$ cat config.mk
export PLATFORM = sky130hd
export DESIGN_NAME = va_pattern_gen
export DESIGN_NICKNAME = d
export VERILOG_FILES = /design/src/rtl/va_pkg.sv /design/src/rtl/va_chunk_encoder.sv /design/src/rtl/va_std_seq.sv /design/src/rtl/va_pattern_gen.sv
export SDC_FILE = /design/constraint.sdc
export NUM_CORES = 1
export LEC_CHECK = 0
export BUFFER_PORTS_ARGS = -buffer_cell sky130_fd_sc_hd__buf_4
export CAP_MARGIN = 20
export CORE_AREA = 5 5 147 149
export CTS_CLUSTER_DIAMETER = 60
export DETAILED_ROUTE_END_ITERATION = 6
export DIE_AREA = 0 0 152 154
export GPL_ROUTABILITY_DRIVEN = 0
export HOLD_SLACK_MARGIN = 0.03
export PLACE_DENSITY = 0.71
export SLEW_MARGIN = 25
export SYNTH_ARGS = -nofsm -noshare
export SYNTH_HDL_FRONTEND = slang
export SYNTH_HIERARCHICAL = 1
export SYNTH_SLANG_ARGS = --single-unit
export TNS_END_PERCENT = 20
$ cat constraint.sdc
create_clock -name clk -period 4.2 [get_ports clk]
set_clock_uncertainty 0.05 [all_clocks]
set_input_delay 0.42 -clock clk [delete_from_list [all_inputs] [get_ports clk]]
set_output_delay 0.42 -clock clk [all_outputs]
set_load 0.02 [all_outputs]
$ cat src/rtl/va_pkg.sv
package va_pkg;

    localparam int LANES   = 32;
    localparam int CHUNKS  = 8;
    localparam int CHUNK_W = $clog2(CHUNKS);
    localparam int WORD_W  = 2 * LANES;
    localparam int STD_JOBS = 10;
    localparam int JOB_W   = $clog2(STD_JOBS);

    typedef enum logic [1:0] {
        S_IDLE,
        S_WRITE,
        S_NEXT_JOB,
        S_FINISH
    } va_state_e;

    // Lane code table, indexed by {~victim, aggressor}
    function automatic logic [CHUNKS-1:0] lane_code(input logic vic, input logic agg);
        logic [CHUNKS-1:0] code;
        case ({~vic, agg})
            2'd0:    code = 8'hAA;
            2'd1:    code = 8'hC0;
            2'd2:    code = 8'hCC;
            default: code = 8'hF0;
        endcase
        return code;
    endfunction

    function automatic logic [LANES-1:0] rotl1(input logic [LANES-1:0] m);
        return {m[LANES-2:0], m[LANES-1]};
    endfunction

endpackage

$ cat src/rtl/va_chunk_encoder.sv
module va_chunk_encoder
    import va_pkg::*;
(
    input  logic [LANES-1:0]   agg,
    input  logic [LANES-1:0]   vic,
    input  logic [CHUNK_W-1:0] chunk,
    output logic [WORD_W-1:0]  word
);

    logic [LANES-1:0] half;

    for (genvar b = 0; b < LANES; b++) begin : g_lane
        logic [CHUNKS-1:0] code;
        assign code    = lane_code(vic[b], agg[b]);
        assign half[b] = code[chunk];
    end

    assign word = {half, half};

endmodule

$ cat src/rtl/va_std_seq.sv
module va_std_seq
    import va_pkg::*;
#(
    parameter int ROT_W   = 8,
    parameter int SLINE_W = 8
) (
    input  logic [JOB_W-1:0]   job,
    output logic [LANES-1:0]   agg,
    output logic [LANES-1:0]   vic,
    output logic [ROT_W-1:0]   rot,
    output logic [SLINE_W-1:0] line,
    output logic               last
);

    localparam int FIRST_LINES = 8;
    localparam int GROUP_LINES = 6;

    always_comb begin
        case (job)
            4'd1:    agg = 32'h86186186;
            4'd2:    agg = 32'h18618618;
            4'd3:    agg = 32'h30C30C30;
            4'd4:    agg = 32'hA28A28A2;
            4'd5:    agg = 32'h8A28A28A;
            4'd6:    agg = 32'h14514514;
            4'd7:    agg = 32'h28A28A28;
            4'd8:    agg = 32'h92492492;
            4'd9:    agg = 32'h24924924;
            default: agg = '0;
        endcase
        if (job == '0) begin
            vic  = 32'h01010101;
            rot  = ROT_W'(FIRST_LINES);
            line = '0;
        end else begin
            vic  = 32'h41041041;
            rot  = ROT_W'(GROUP_LINES);
            line = SLINE_W'(FIRST_LINES + GROUP_LINES * (int'(job) - 1));
        end
        last = (job == JOB_W'(STD_JOBS - 1));
    end

endmodule

$ cat src/rtl/va_pattern_gen.sv
module va_pattern_gen
    import va_pkg::*;
#(
    parameter int NUM_LINES = 64,
    parameter int ROT_W     = 8,
    parameter int SLINE_W   = 8,
    localparam int LINE_W   = $clog2(NUM_LINES)
) (
    input  logic               clk,
    input  logic               rst_n,
    input  logic               start_i,
    input  logic               std_start_i,
    input  logic [31:0]        agg_i,
    input  logic [31:0]        vic_i,
    input  logic [ROT_W-1:0]   rot_i,
    input  logic [SLINE_W-1:0] line_i,
    output logic               busy_o,
    output logic               wr_valid_o,
    output logic [LINE_W-1:0]  wr_line_o,
    output logic [2:0]         wr_chunk_o,
    output logic [63:0]        wr_data_o,
    output logic               done_o,
    output logic               overflow_o
);

    localparam int SUM_W = ((SLINE_W > ROT_W) ? SLINE_W : ROT_W) + 1;
    localparam logic [CHUNK_W-1:0] LAST_CHUNK = CHUNK_W'(CHUNKS - 1);

    va_state_e state_q, state_d;

    logic [LANES-1:0]   agg_q, vic_q;
    logic [ROT_W-1:0]   rot_q, v_q;
    logic [SLINE_W-1:0] base_q;
    logic [CHUNK_W-1:0] chunk_q;
    logic [JOB_W-1:0]   job_q;
    logic               std_q, last_job_q, ovf_q;

    logic [SUM_W-1:0]   line_sum;
    logic               in_range, line_end, job_end, accept_single, accept_std;

    logic [LANES-1:0]   seq_agg, seq_vic;
    logic [ROT_W-1:0]   seq_rot;
    logic [SLINE_W-1:0] seq_line;
    logic               seq_last;
    logic [WORD_W-1:0]  enc_word;

    va_std_seq #(.ROT_W(ROT_W), .SLINE_W(SLINE_W)) u_seq (
        .job  (job_q),
        .agg  (seq_agg),
        .vic  (seq_vic),
        .rot  (seq_rot),
        .line (seq_line),
        .last (seq_last)
    );

    va_chunk_encoder u_enc (
        .agg   (agg_q),
        .vic   (vic_q),
        .chunk (chunk_q),
        .word  (enc_word)
    );

    assign line_sum      = SUM_W'(base_q) + SUM_W'(v_q);
    assign in_range      = line_sum < SUM_W'(NUM_LINES);
    assign line_end      = (chunk_q == LAST_CHUNK);
    assign job_end       = line_end && (v_q == rot_q - ROT_W'(1));
    assign accept_single = (state_q == S_IDLE) && start_i;
    assign accept_std    = (state_q == S_IDLE) && !start_i && std_start_i;

    // Next-state logic
    always_comb begin
        state_d = state_q;
        unique case (state_q)
            S_IDLE: begin
                if (start_i)
                    state_d = (rot_i == '0) ? S_FINISH : S_WRITE;
                else if (std_start_i)
                    state_d = S_NEXT_JOB;
            end
            S_WRITE: begin
                if (job_end)
                    state_d = (std_q && !last_job_q) ? S_NEXT_JOB : S_FINISH;
            end
            S_NEXT_JOB: state_d = S_WRITE;
            S_FINISH:   state_d = S_IDLE;
        endcase
    end

    // State register
    always_ff @(posedge clk or negedge rst_n) begin
        if (!rst_n) state_q <= S_IDLE;
        else        state_q <= state_d;
    end

    // Job datapath
    always_ff @(posedge clk or negedge rst_n) begin
        if (!rst_n) begin
            agg_q      <= '0;
            vic_q      <= '0;
            rot_q      <= '0;
            base_q     <= '0;
            v_q        <= '0;
            chunk_q    <= '0;
            job_q      <= '0;
            std_q      <= 1'b0;
            last_job_q <= 1'b0;
            ovf_q      <= 1'b0;
        end else begin
            unique case (state_q)
                S_IDLE: begin
                    if (start_i) begin
                        agg_q   <= agg_i;
                        vic_q   <= vic_i;
                        rot_q   <= rot_i;
                        base_q  <= line_i;
                        v_q     <= '0;
                        chunk_q <= '0;
                        std_q   <= 1'b0;
                        ovf_q   <= 1'b0;
                    end else if (std_start_i) begin
                        job_q   <= '0;
                        std_q   <= 1'b1;
                        ovf_q   <= 1'b0;
                    end
                end
                S_NEXT_JOB: begin
                    agg_q      <= seq_agg;
                    vic_q      <= seq_vic;
                    rot_q      <= seq_rot;
                    base_q     <= seq_line;
                    last_job_q <= seq_last;
                    job_q      <= job_q + JOB_W'(1);
                    v_q        <= '0;
                    chunk_q    <= '0;
                end
                S_WRITE: begin
                    if (!in_range) ovf_q <= 1'b1;
                    chunk_q <= chunk_q + CHUNK_W'(1);
                    if (line_end) begin
                        v_q   <= v_q + ROT_W'(1);
                        agg_q <= rotl1(agg_q);
                        vic_q <= rotl1(vic_q);
                    end
                end
                S_FINISH: ;
            endcase
        end
    end

    // Outputs
    always_comb begin
        busy_o     = (state_q != S_IDLE);
        wr_valid_o = (state_q == S_WRITE) && in_range;
        wr_line_o  = line_sum[LINE_W-1:0];
        wr_chunk_o = 3'(chunk_q);
        wr_data_o  = enc_word;
        done_o     = (state_q == S_FINISH);
        overflow_o = ovf_q;
    end

    // Assertions
    assert_chunk_order_R3: assert property (@(posedge clk) disable iff (!rst_n)
        (wr_valid_o && wr_chunk_o != 3'd7) |=> (wr_valid_o && wr_chunk_o == $past(wr_chunk_o) + 3'd1));

    assert_mask_rotate_R4: assert property (@(posedge clk) disable iff (!rst_n)
        (state_q == S_WRITE && line_end && !job_end) |=>
            (agg_q == rotl1($past(agg_q)) && vic_q == rotl1($past(vic_q))));

    assert_zero_rot_R5: assert property (@(posedge clk) disable iff (!rst_n)
        (state_q == S_IDLE && start_i && rot_i == '0) |=> (done_o && !wr_valid_o));

    assert_suppress_flag_R6: assert property (@(posedge clk) disable iff (!rst_n)
        (state_q == S_WRITE && !wr_valid_o) |=> overflow_o);

    assert_flag_sticky_R6: assert property (@(posedge clk) disable iff (!rst_n)
        (overflow_o && !accept_single && !accept_std) |=> overflow_o);

    assert_done_pulse_R8: assert property (@(posedge clk) disable iff (!rst_n)
        done_o |=> !done_o);

    assert_done_no_write_R8: assert property (@(posedge clk) disable iff (!rst_n)
        done_o |-> !wr_valid_o);

    assert_busy_hold_R10: assert property (@(posedge clk) disable iff (!rst_n)
        (state_q == S_WRITE) |=> ($stable(base_q) && $stable(rot_q)));

endmodule

# ---- Word level (Yosys, flattened, before mapping)
# Memory sizes are Yosys's and may differ from the RTL's.
# Index checks and enable logic that the tools add are counted.
dict set report word_totals {
  mem_bits_ro 416
  out_inout_bits 77
  inputBits 84
  memories 1
  regBits 100
  word_cells 311
}
dict set report classes {
  magnitude_cmp 2
  muxes 129
  n_eq_ne 77
  n_bitwise 32
  mul 1
  n_reduce_logical 51
  add_sub_neg 7
}
# name words width read_ports rd_clocked_by_memory_dff wr line_no
set mem_list {}
lappend mem_list {{(no name shown)} 16 26 1 0 0 va_std_seq.sv:19} ;# case (job)
# op count
set op_table {}
lappend op_table {{$pmux W7 S3} 32}
lappend op_table {{$pmux W32 S3} 2}
lappend op_table {{$mux W32} 4}
lappend op_table {{$bmux W1 S3} 32}
lappend op_table {{$eq A2 B2 Y1 const B} 34}
lappend op_table {{$eq A2 B1 Y1 const B} 33}
lappend op_table {{$logic_not A2 Y1} 33}
lappend op_table {{$mux W8} 5}
lappend op_table {{$mux W1} 38}
lappend op_table {{$mul A3 B32 Y7 const A} 1}
lappend op_table {{$not A1 Y1} 32}
lappend op_table {{$pmux W8 S2} 2}
lappend op_table {{$mux W31} 1}
lappend op_table {{$pmux W8 S3} 1}
lappend op_table {{$mux W4} 3}
lappend op_table {{$ne A2 B2 Y1 const B} 6}
lappend op_table {{$add A8 B8 Y9} 1}
lappend op_table {{$lt A9 B7 Y1 const B} 1}
lappend op_table {{$pmux W3 S3} 1}
lappend op_table {{$reduce_and A3 Y1} 3}
lappend op_table {{$add A5 B8 Y8 const A} 1}
lappend op_table {{$add A8 B1 Y8 const B} 1}
lappend op_table {{$eq A8 B8 Y1} 1}
lappend op_table {{$logic_not A8 Y1} 1}
lappend op_table {{other kinds (19)} 30}

# ---- Depth between registers and ports, before layout
# Gate-level depths: netlist of run 1.
dict set report logic_depth {
  depth_word 5
  mapped_depth 13
  ltp_nobuf 13
}

# ---- Hierarchy
# Netlist of run 1, hierarchy kept.
# module area_per_inst_um2 n_inst cells_per_inst seq_area_each_um2
set by_module_without_submodules {}
lappend by_module_without_submodules {va_pattern_gen 5734.2 1 687 2502.4}
lappend by_module_without_submodules {va_chunk_encoder 3176.8 1 446 0.0}
lappend by_module_without_submodules {va_std_seq 967.2 1 127 0.0}

# ---- Worst setup path before layout of run 1
# Ideal clock, no wire load.
dict set report synth_path {
  path_kind {register to register}
  startpoint {reg job_q[0]}
  endpoint {reg base_q[6]}
  path_stages_with_launch 14
  setup_ps 133
  path_buffers 0
  setup_slack_ps 959
  t_arrival_ps 3058
  period_less_slack_ps 3241
  path_cell_list {dfrtp_1 > inv_1 > ha_1 > ha_1 > inv_1 > ha_1 > ha_1 > fa_1 > xor2_2 > nand3_2 > xor3_1 > and2_1 > mux2i_1 > o21ai_0}
}
dict set report synth_via {
  elab_chain_cells 5
  elab_cells_between_ends 6
  cone_classes {add/sub (2); mul (1); mux (2); reduce/logical (1)}
}
# element line_no
set synth_rtl {}
lappend synth_rtl {{start, declared} va_pattern_gen.sv:35} ;# logic [JOB_W-1:0] job_q;
lappend synth_rtl {{start signal, assigned} va_pattern_gen.sv:132} ;# job_q <= job_q + JOB_W'(1);
lappend synth_rtl {{$sub A4 B1 Y5} va_std_seq.sv:38} ;# line = SLINE_W'(FIRST_LINES + GROUP_LINES * (int'(job) - 1));
lappend synth_rtl {{$mul A3 B32 Y7} va_std_seq.sv:38}
lappend synth_rtl {{$add A5 B8 Y8} va_std_seq.sv:38}
lappend synth_rtl {{$mux W8 (*)} va_std_seq.sv:31} ;# if (job == '0) begin
lappend synth_rtl {{via seq_line[6]} va_pattern_gen.sv:43} ;# logic [SLINE_W-1:0] seq_line;
lappend synth_rtl {{$pmux W8 S2 (*)} va_pattern_gen.sv:109} ;# unique case (state_q)
lappend synth_rtl {{end signal, assigned} va_pattern_gen.sv:115} ;# base_q <= line_i;
lappend synth_rtl {{end signal, assigned} va_pattern_gen.sv:130} ;# base_q <= seq_line;
lappend synth_rtl {{end, declared} va_pattern_gen.sv:33} ;# logic [SLINE_W-1:0] base_q;
# The timed path passes the listed nets; every way through them passes the cells marked *.
# A chain may end at the register's enable or synchronous reset.

# ---- Worst setup path after layout of run 1
# Ends and elaborated chain as after synthesis.

==> results of run 1 <==
[critical path, cell delays in order, from the launching register on]
cell	delay, ns
dfrtp_1	0.55
inv_1	0.12
ha_1	0.26
ha_1	0.29
inv_1	0.05
ha_1	0.27
ha_1	0.24
fa_1	0.48
xor2_2	0.25
nand3_2	0.11
xor3_1	0.33
and2_1	0.16
mux2i_1	0.11
o21ai_0	0.08
[power groups by stage]
stage	logic, uW	clock network [uW]	registers, uW
floorplan	198	0	1010
global placement	302	0	1020
detailed placement	310	0	1020
CTS	311	877	998
global route	348	910	1000
finish	310	854	998
[cells in the final DEF, fill, tap and decap left out, types with 4 or more instances in the layout]
cell type	n
a21oi_1	71
nor3_1	5
nor2_1	60
xnor2_1	9
mux2i_1	23
nand4_1	4
o221ai_1	30
nand3_1	9
buf_4	174
a21o_1	4
inv_6	4
o21ai_0	140
o21ai_1	49
a22oi_1	64
clkbuf_16	9
inv_1	86
nor2b_1	68
dfrtp_1	98
ha_1	122
xor2_1	10
conb_1	38
nand2_1	167
nand2b_1	6
[layout make-up]
| class | count | area, um2 | share of cell area, % |
|---|---|---|---|
| multi-input cells | 932 | 6100 | 56.0 |
| flip-flops and latches | 100 | 2500 | 23.0 |
| repair buffers | 176 | 1350 | 12.3 |
| well taps | 270 | 338 | 3.10 |
| inverters | 86 | 323 | 2.96 |
| clock buffers | 9 | 225 | 2.07 |
| clock inverters | 7 | 65.1 | 0.597 |
[flip-flops by register name, indices dropped and copies added (netlist names)]
register    count
vic_q          32
job_q           4
state_q         2
agg_q          32
wr_chunk_o      3
overflow_o      1
base_q          8
rot_q           8
v_q             8
std_q           1
last_job_q      1
[per-layer routing]
metal	share of wire [%]	global-route usage, %	wire, um
met3	5.1	3.57	1310
met4	1.6	5.09	409
met1	46	28.7	11900
met5	0.077	0	20
met2	47	35.9	12200
[final timing paths]
kind	start	to	depth (start not counted)
min in group clk	start_i	std_q	2
max in group asynchronous	rst_n	std_q	2
worst min register to register	base_q[0]	base_q[0]	2
worst max-delay path	job_q[0]	base_q[6]	13
worst min-delay path	rst_n	agg_q[17]	1
worst max register to register	job_q[0]	base_q[6]	13
[stage by stage]
stage / worst slack (ns) / utilization, %
2_1_floorplan: 0.959 / -
3_3_place_gp: 0.841 / 52.8
3_5_place_dp: 0.745 / 52.8
4_1_cts: 0.723 / 54.2
5_1_grt: 0.526 / 54.4
6_report: 0.717 / 54.4
[cells by family after synthesis]
kind of cell / count (synthesis) / synth area share, %
compound gates: 381 / 23.1
simple gates: 339 / 15.8
buf+inv: 264 / 14.7
fa+ha+maj: 127 / 16.2
flops: 100 / 25.3
mux: 26 / 2.70
xor+xnor: 21 / 2.09
other cells: 2 / 0.0760
==> results.yml, run 1 <==
status:
  status: "completed"
routing:
  vias: 8480
  wirelength_um: 25800
  drcViolationCount: 0
  viasPerCell: 5.37
  wl_per_cell_um: 16.3
  firstDrtPassIters: 5
  final_antenna_net_count: 0
  drt_iter0_markers: 606
worst_setup_path:
  cp_max_fo: 11
  worst-setup-path-type: "reg2reg"
  arrival_ns: 3.67
  cp-start-kind: "register"
  endpoint_kind: "register"
  ff2ff_setup_slack_ns: 0.72
  critPathRequiredTime_ns: 4.39
power_and_ir_drop:
  seq_power_share_pct: 46.2
  switching_share_pct: 28.4
  switchingPower_uw: 615
  p_leak_uw: 0.00524
  vdd_drop_max_mv: 0.177
  p_clk_share_pct: 39.5
  comb_power_share_pct: 14.3
  powerDensity_nw_per_um2: 198
  finalPower_uw: 2160
  intPower_uw: 1550
clock_tree:
  postCtsHoldBufs: 0
  cts_max_level: 3
  cts_buffer_depth: 2
  cts_tree: "yes"
  cts_resized: 0
  insertion_delay_ns: 0.36
  cts_buffers: 9
  cts_root_buf: "clkbuf_16"
  cts.sink_count: 100
  cts.clk_slew.worst_paths_ns: 0.08
  cts_setup_buffers: 0
finish:
  synthToLayoutAreaGrowth_pct: 10.3
  num_antenna_cells: 0
  fin_nets: 1516
  fin_area_um2: 10900
  drive_gt1_share_pct: 16.0
  fill_cells: 1916
  stdcell_count: 1580
global_routing:
  grt_antenna_before_repair: 1
  grt_overflow_total: 0
  grt_pass1_vias: 8002
  grt_pass1_wl_um: 41500
  grt_max_degree: 129
  grt_usage_pct: 21.3
placed_design:
  postPlaceCellArea_um2: 10600
  dp.cells: 1563
  place.port_buffers: 160
  post-dp-hpwl_um: 18300
timing:
  holdWs_ns: 0.0444
  tightest_slew_ns: 0.913
  finalMaxSlewViolations: 0
  layout_min_cycle_time_ns: 3.48
  fin_crit_sh_pct: 82.9
  hold_viol_final: 0
  max_freq_mhz: 287
  setup_tns_ns: 0
  maxSlewHeadroom_pct: 38.5
  finalSetupViolCount: 0
  rsz0062_at_grt: "no"
synth:
  synth.most_common_cell: "nand2_1"
  yosys.area.top_type_share_pct: 25.3
  ys_ff_latch: 100
  avgSynthCellArea_um2: 7.84
  syn_inst: 1260
  synthArstFlopShare_pct: 100
  yosys_warnings: 6
  yosysSeqAreaShare_pct: 25.3
  synth-main-ff-cell: "dfrtp_1"
  netlist_area_um2: 9880
  synth.largest_area_cell: "dfrtp_1"
  synth_cell_type_count: 62
  synth_edf_count: 0
  synthTopCellsByCount: "167 x nand2_1, 141 x o21ai_0, 125 x ha_1"
  netlist_top_cells_area: "dfrtp_1 25%, ha_1 16%, buf_4 7.6%"
floorplanning:
  num_rows: 52
  dieArea_um2: 23400
  core_um2: 20000
  die_h_um: 154
  start_util_pct: 49.3
  io_pins: 161
  die_w_um: 152
job:
  drv_cap: 0
worst_hold_path:
  min_path_type: "in2async"
No activity file was read; power rests on OpenSTA's default activity.
==> inputs of run 2 (changes only) <==
==> constraint.sdc (replaced) <==
create_clock -name clk -period 3.5 [get_ports clk]
set_clock_uncertainty 0.05 [all_clocks]
set_input_delay 0.35 -clock clk [delete_from_list [all_inputs] [get_ports clk]]
set_output_delay 0.35 -clock clk [all_outputs]
set_load 0.02 [all_outputs]
==> run 2 against run 1 <==
Compared with the run above: cell count rose by 0.25%; critical path depth did not move; die area did not move; utilization rose by 0.43 points; global-route usage rose by 0.34 points; combinational power rose by 20%; via count rose by 1.9%; non-clock buffer count rose by 4; sequential power rose by 20%; critical path type unchanged; largest power group unchanged; highest routed layer unchanged.
==> results.yml, run 2 (synthesis gave the netlist of run 1 again) <==
worst_setup_path:
  cp_top_family: "adder cells"
  cp_cell_sequence: "inv_1 -> ha_1 -> ha_1 -> inv_1 -> ha_1 -> ha_1 -> fa_1 -> xor2_2 -> nand3_2 -> xor3_1 -> and2_1 -> mux2i_1 -> o21ai_0"
  cp_max_fo: 4
  cp-start-kind: "register"
  reg2reg_to: "base_q[6]"
  ff2ff_setup_slack_ns: 0.30
  slowest_stage: "fa_1"
  worst-setup-path-type: "reg2reg"
  cp_common_cell: "ha_1"
  critPathRequiredTime_ns: 3.69
  slowest_delay_ns: 0.48
  arrival_ns: 3.39
  path_buf_inv: 2
  r2r_cells: 13
  endpoint_kind: "register"
  timing.rr.start: "job_q[0]"
finish:
  final_cell_mix: "177 x buf_4, 167 x nand2_1, 141 x o21ai_0"
  fill_cells: 1960
  final_common_cell: "buf_4"
  fin_nets: 1520
  reg_top3: "agg_q: 32 flops, vic_q: 32 flops"
  drive_gt1_share_pct: 16.2
  stdcell_count: 1584
  synthToLayoutAreaGrowth_pct: 11.2
  num_antenna_cells: 0
worst_hold_path:
  min_path_type: "in2async"
timing:
  holdWs_ns: 0.0416
  finalMaxSlewViolations: 0
  hold_viol_final: 0
  tightest_slew_ns: 0.879
  setup_tns_ns: 0
  maxSlewHeadroom_pct: 40.7
  fin_crit_sh_pct: 91.5
  rsz0062_at_grt: "no"
  max_freq_mhz: 312
  finalSetupViolCount: 0
  layout_min_cycle_time_ns: 3.20
floorplanning:
  io_pins: 161
  core_um2: 20000
  die_h_um: 154
  dieArea_um2: 23400
  die_w_um: 152
  num_rows: 52
  start_util_pct: 49.3
clock_tree:
  cts_buffers: 9
  cts_resized: 0
  cts_tree: "yes"
  cts_max_level: 3
  cts_setup_buffers: 0
  cts_root_buf: "clkbuf_16"
  cts.clk_slew.worst_paths_ns: 0.07
  cts_buffer_depth: 2
  postCtsHoldBufs: 0
  cts.sink_count: 100
  insertion_delay_ns: 0.36
power_and_ir_drop:
  p_leak_uw: 0.00528
  powerDensity_nw_per_um2: 246
  vdd_drop_max_mv: 0.214
global_routing:
  grt_max_degree: 129
  grt_overflow_total: 0
  grt_usage_pct: 21.6
  grt_antenna_before_repair: 1
  grt_pass1_wl_um: 42100
  grt_pass1_vias: 7976
placed_design:
  dp.cells: 1568
  post-dp-hpwl_um: 18600
  place.port_buffers: 160
status:
  status: "completed"
routing:
  firstDrtPassIters: 5
  drt_iter0_markers: 570
  final_antenna_net_count: 0
  wl_per_cell_um: 16.4
  viasPerCell: 5.46
  vias: 8645
  drcViolationCount: 0
  wirelength_um: 26000
job:
  drv_cap: 0
-- run 2: cell types whose count changed in the layout (fill, tap and decap cells not counted), sizes merged --
cell,before,now
buf,176,180
bufinv,0,2
clkbuf,9,10
clkinv,0,1
inv,92,88
-- run 2: metal layers --
metal / global-route usage [%] / share of wire [%] / wire, um
met1: 28.7 / 45 / 11600
met4: 5.27 / 1.4 / 374
met5: 0 / 0.050 / 13
met2: 36.7 / 48 / 12500
met3: 3.99 / 6.0 / 1560
-- run 2: layout make-up --
| class | count | area, um2 | area share [%] |
|---|---|---|---|
| Timing Repair Buffer | 180 | 1390 | 12.6 |
| Tap cell | 270 | 338 | 3.07 |
| Clock buffer | 10 | 239 | 2.18 |
| Clock inverter | 6 | 93.8 | 0.854 |
| Sequential cell | 100 | 2500 | 22.8 |
| Inverter | 86 | 323 | 2.94 |
| Multi-Input combinational cell | 932 | 6100 | 55.5 |
-- run 2: worst max path at each step --
stage / start / to / cells past startpoint
after global routing: job_q[0] / base_q[7] / 13
after detailed placement: job_q[0] / base_q[6] / 13
final: job_q[0] / base_q[6] / 13
after global placement: job_q[0] / base_q[6] / 13
after floorplan: job_q[0] / base_q[6] / 13
after CTS: job_q[0] / base_q[6] / 13
-- run 2: report_power, final --
group | switching, uW | internal [uW] | leakage [uW] | total (uW)
Sequential | 25.6 | 1170 | 0.00129 | 1200
Combinational | 192 | 180 | 0.00383 | 372
Clock | 481 | 653 | 0.000160 | 1130
-- run 2: stage by stage --
step                      worst slack [ns]  power (uW)  cell area [um2]  utilization, %
after detailed placement             0.297        1600            10700            53.2
after CTS                            0.282        2720            11000            54.8
after global placement               0.389        1580            10700            53.2
final                                0.298        2710            11000            54.8
after global routing                 0.103        2830            11000            54.8
after floorplan                      0.259        1450            10000               -
==> inputs of run 3 (changes only) <==
--- a/config.mk
+++ b/config.mk
@@ -14,6 +14,7 @@
 export GPL_ROUTABILITY_DRIVEN = 0
 export HOLD_SLACK_MARGIN = 0.03
 export PLACE_DENSITY = 0.71
+export RECOVER_POWER = 50
 export SLEW_MARGIN = 25
 export SYNTH_ARGS = -nofsm -noshare
 export SYNTH_HDL_FRONTEND = slang
==> run 3 against run 2 <==
Compared with the run above: the flow now finishes with violations (capacitance limit, slew limit); sequential power about the same; non-clock buffer count unchanged; largest cell class unchanged; sequential cell count unchanged; largest power group unchanged.
==> results.yml, run 3 (synthesis gave the netlist of run 1 again) <==
power_and_ir_drop:
  switching_share_pct: 25.8
  p_leak_uw: 0.00525
  comb_power_share_pct: 13.7
  p_clk_share_pct: 41.9
  vdd_drop_max_mv: 0.214
  intPower_uw: 2000
  powerDensity_nw_per_um2: 247
  seq_power_share_pct: 44.4
  switchingPower_uw: 696
timing:
  setup_ws_ns: 0.290
  holdWs_ns: 0.179
  layout_min_cycle_time_ns: 3.21
  max_freq_mhz: 312
  tightest_slew_ns: 1.80
  fin_crit_sh_pct: 91.7
  rsz0062_at_grt: "no"
  maxSlewHeadroom_pct: -20.0
  setup_tns_ns: 0
  finalMaxSlewViolations: 174
  finalSetupViolCount: 0
  hold_viol_final: 0
worst_setup_path:
  cp-start-kind: "register"
  endpoint_kind: "register"
  worst-setup-path-type: "reg2reg"
  cp_max_fo: 4
  slowest_delay_ns: 0.48
  path_buf_inv: 2
  arrival_ns: 3.39
  slowest_stage: "fa_1"
  cp_top_family: "adder cells"
  cp_common_cell: "ha_1"
  cp_cell_sequence: "inv_1 -> ha_1 -> ha_1 -> inv_1 -> ha_1 -> ha_1 -> fa_1 -> xor2_2 -> nand3_2 -> xor3_1 -> and2_1 -> mux2i_1 -> o21ai_0"
  critPathRequiredTime_ns: 3.68
worst_hold_path:
  min_path_type: "in2reg"
finish:
  fill_cells: 1969
  final_common_cell: "buf_4"
  synthToLayoutAreaGrowth_pct: 10.5
  fin_area_um2: 10900
  drive_gt1_share_pct: 15.4
  fin_util_pct: 54.5
  multi_input_area_um2: 6070
  num_antenna_cells: 0
  fin_nets: 1520
  seqCellArea_um2: 2500
  reg_top3: "agg_q: 32 flops, vic_q: 32 flops"
  final_cell_mix: "168 x buf_4, 167 x nand2_1, 146 x o21ai_0"
clock_tree:
  cts_resized: 0
  postCtsHoldBufs: 0
  cts.sink_count: 100
  cts_max_level: 3
  cts_buffers: 9
  cts_buffer_depth: 2
  cts_root_buf: "clkbuf_16"
  cts_setup_buffers: 0
  insertion_delay_ns: 0.35
  cts.clk_slew.worst_paths_ns: 0.07
  cts_tree: "yes"
floorplanning:
  die_h_um: 154
  die_w_um: 152
  io_pins: 161
  dieArea_um2: 23400
  core_um2: 20000
  start_util_pct: 49.3
  num_rows: 52
global_routing:
  grt_pass1_vias: 7976
  grt_antenna_before_repair: 1
  grt_overflow_total: 0
  grt_max_degree: 129
  grt_pass1_wl_um: 42100
  grt_usage_pct: 21.6
placed_design:
  postPlaceCellArea_um2: 10700
  pre_cts_ws_ns: 0.297
  place.port_buffers: 160
  post-dp-hpwl_um: 18600
status:
  status: "finished with violations"
  violations: "capacitance limit, slew limit"
routing:
  drcViolationCount: 0
  wl_per_cell_um: 16.4
  final_antenna_net_count: 0
  vias: 8600
  drt_iter0_markers: 629
  wirelength_um: 26000
  viasPerCell: 5.43
  firstDrtPassIters: 5
job:
  drv_cap: 3
run 3: per-stage QoR:
| step | power [uW] | instances |
|---|---|---|
| final | 2700 | 1584 |
| after detailed placement | 1600 | 1568 |
| after CTS | 2720 | 1584 |
| after global routing | 2830 | 1584 |
| after floorplan | 1450 | 1296 |
| after global placement | 1580 | 1568 |
run 3: layout make-up:
class | instances | share of cell area (%)
multi-input cells | 932 | 55.7
flip-flops and latches | 100 | 22.9
repair buffers | 180 | 12.3
well taps | 270 | 3.10
inverters | 86 | 2.96
clock buffers | 10 | 2.19
clock inverters | 6 | 0.860
run 3: power by group through the flow:
stage          clock [uW]  combinational [uW]  sequential (uW)
6_report             1130                 369             1200
5_1_grt              1210                 416             1200
3_3_place_gp            0                 364             1220
2_1_floorplan           0                 237             1210
4_1_cts              1150                 375             1200
3_5_place_dp            0                 374             1220
run 3: final timing paths:
| check | start | endpoint | slack (ns) | depth (start not counted) |
|---|---|---|---|---|
| setup / recovery | job_q[0] | base_q[6] | 0.29 | 13 |
| hold / removal | start_i | std_q | 0.18 | 2 |
| setup reg to reg | job_q[0] | base_q[6] | 0.29 | 13 |
| hold reg to reg | base_q[3] | base_q[3] | 0.46 | 2 |
| max in group asynchronous | rst_n | vic_q[6] | 1.19 | 2 |
| min in group asynchronous | rst_n | agg_q[18] | 0.35 | 1 |
run 3: layer usage:
| layer | vias to the layer above | share of wire, % | track usage (%) |
|---|---|---|---|
| met1 | 4060 | 44 | 28.7 |
| li1 | 4275 | - | - |
| met2 | 231 | 48 | 36.7 |
| met5 | - | 0.050 | 0 |
| met4 | 2 | 1.5 | 5.27 |
| met3 | 32 | 6.2 | 3.99 |
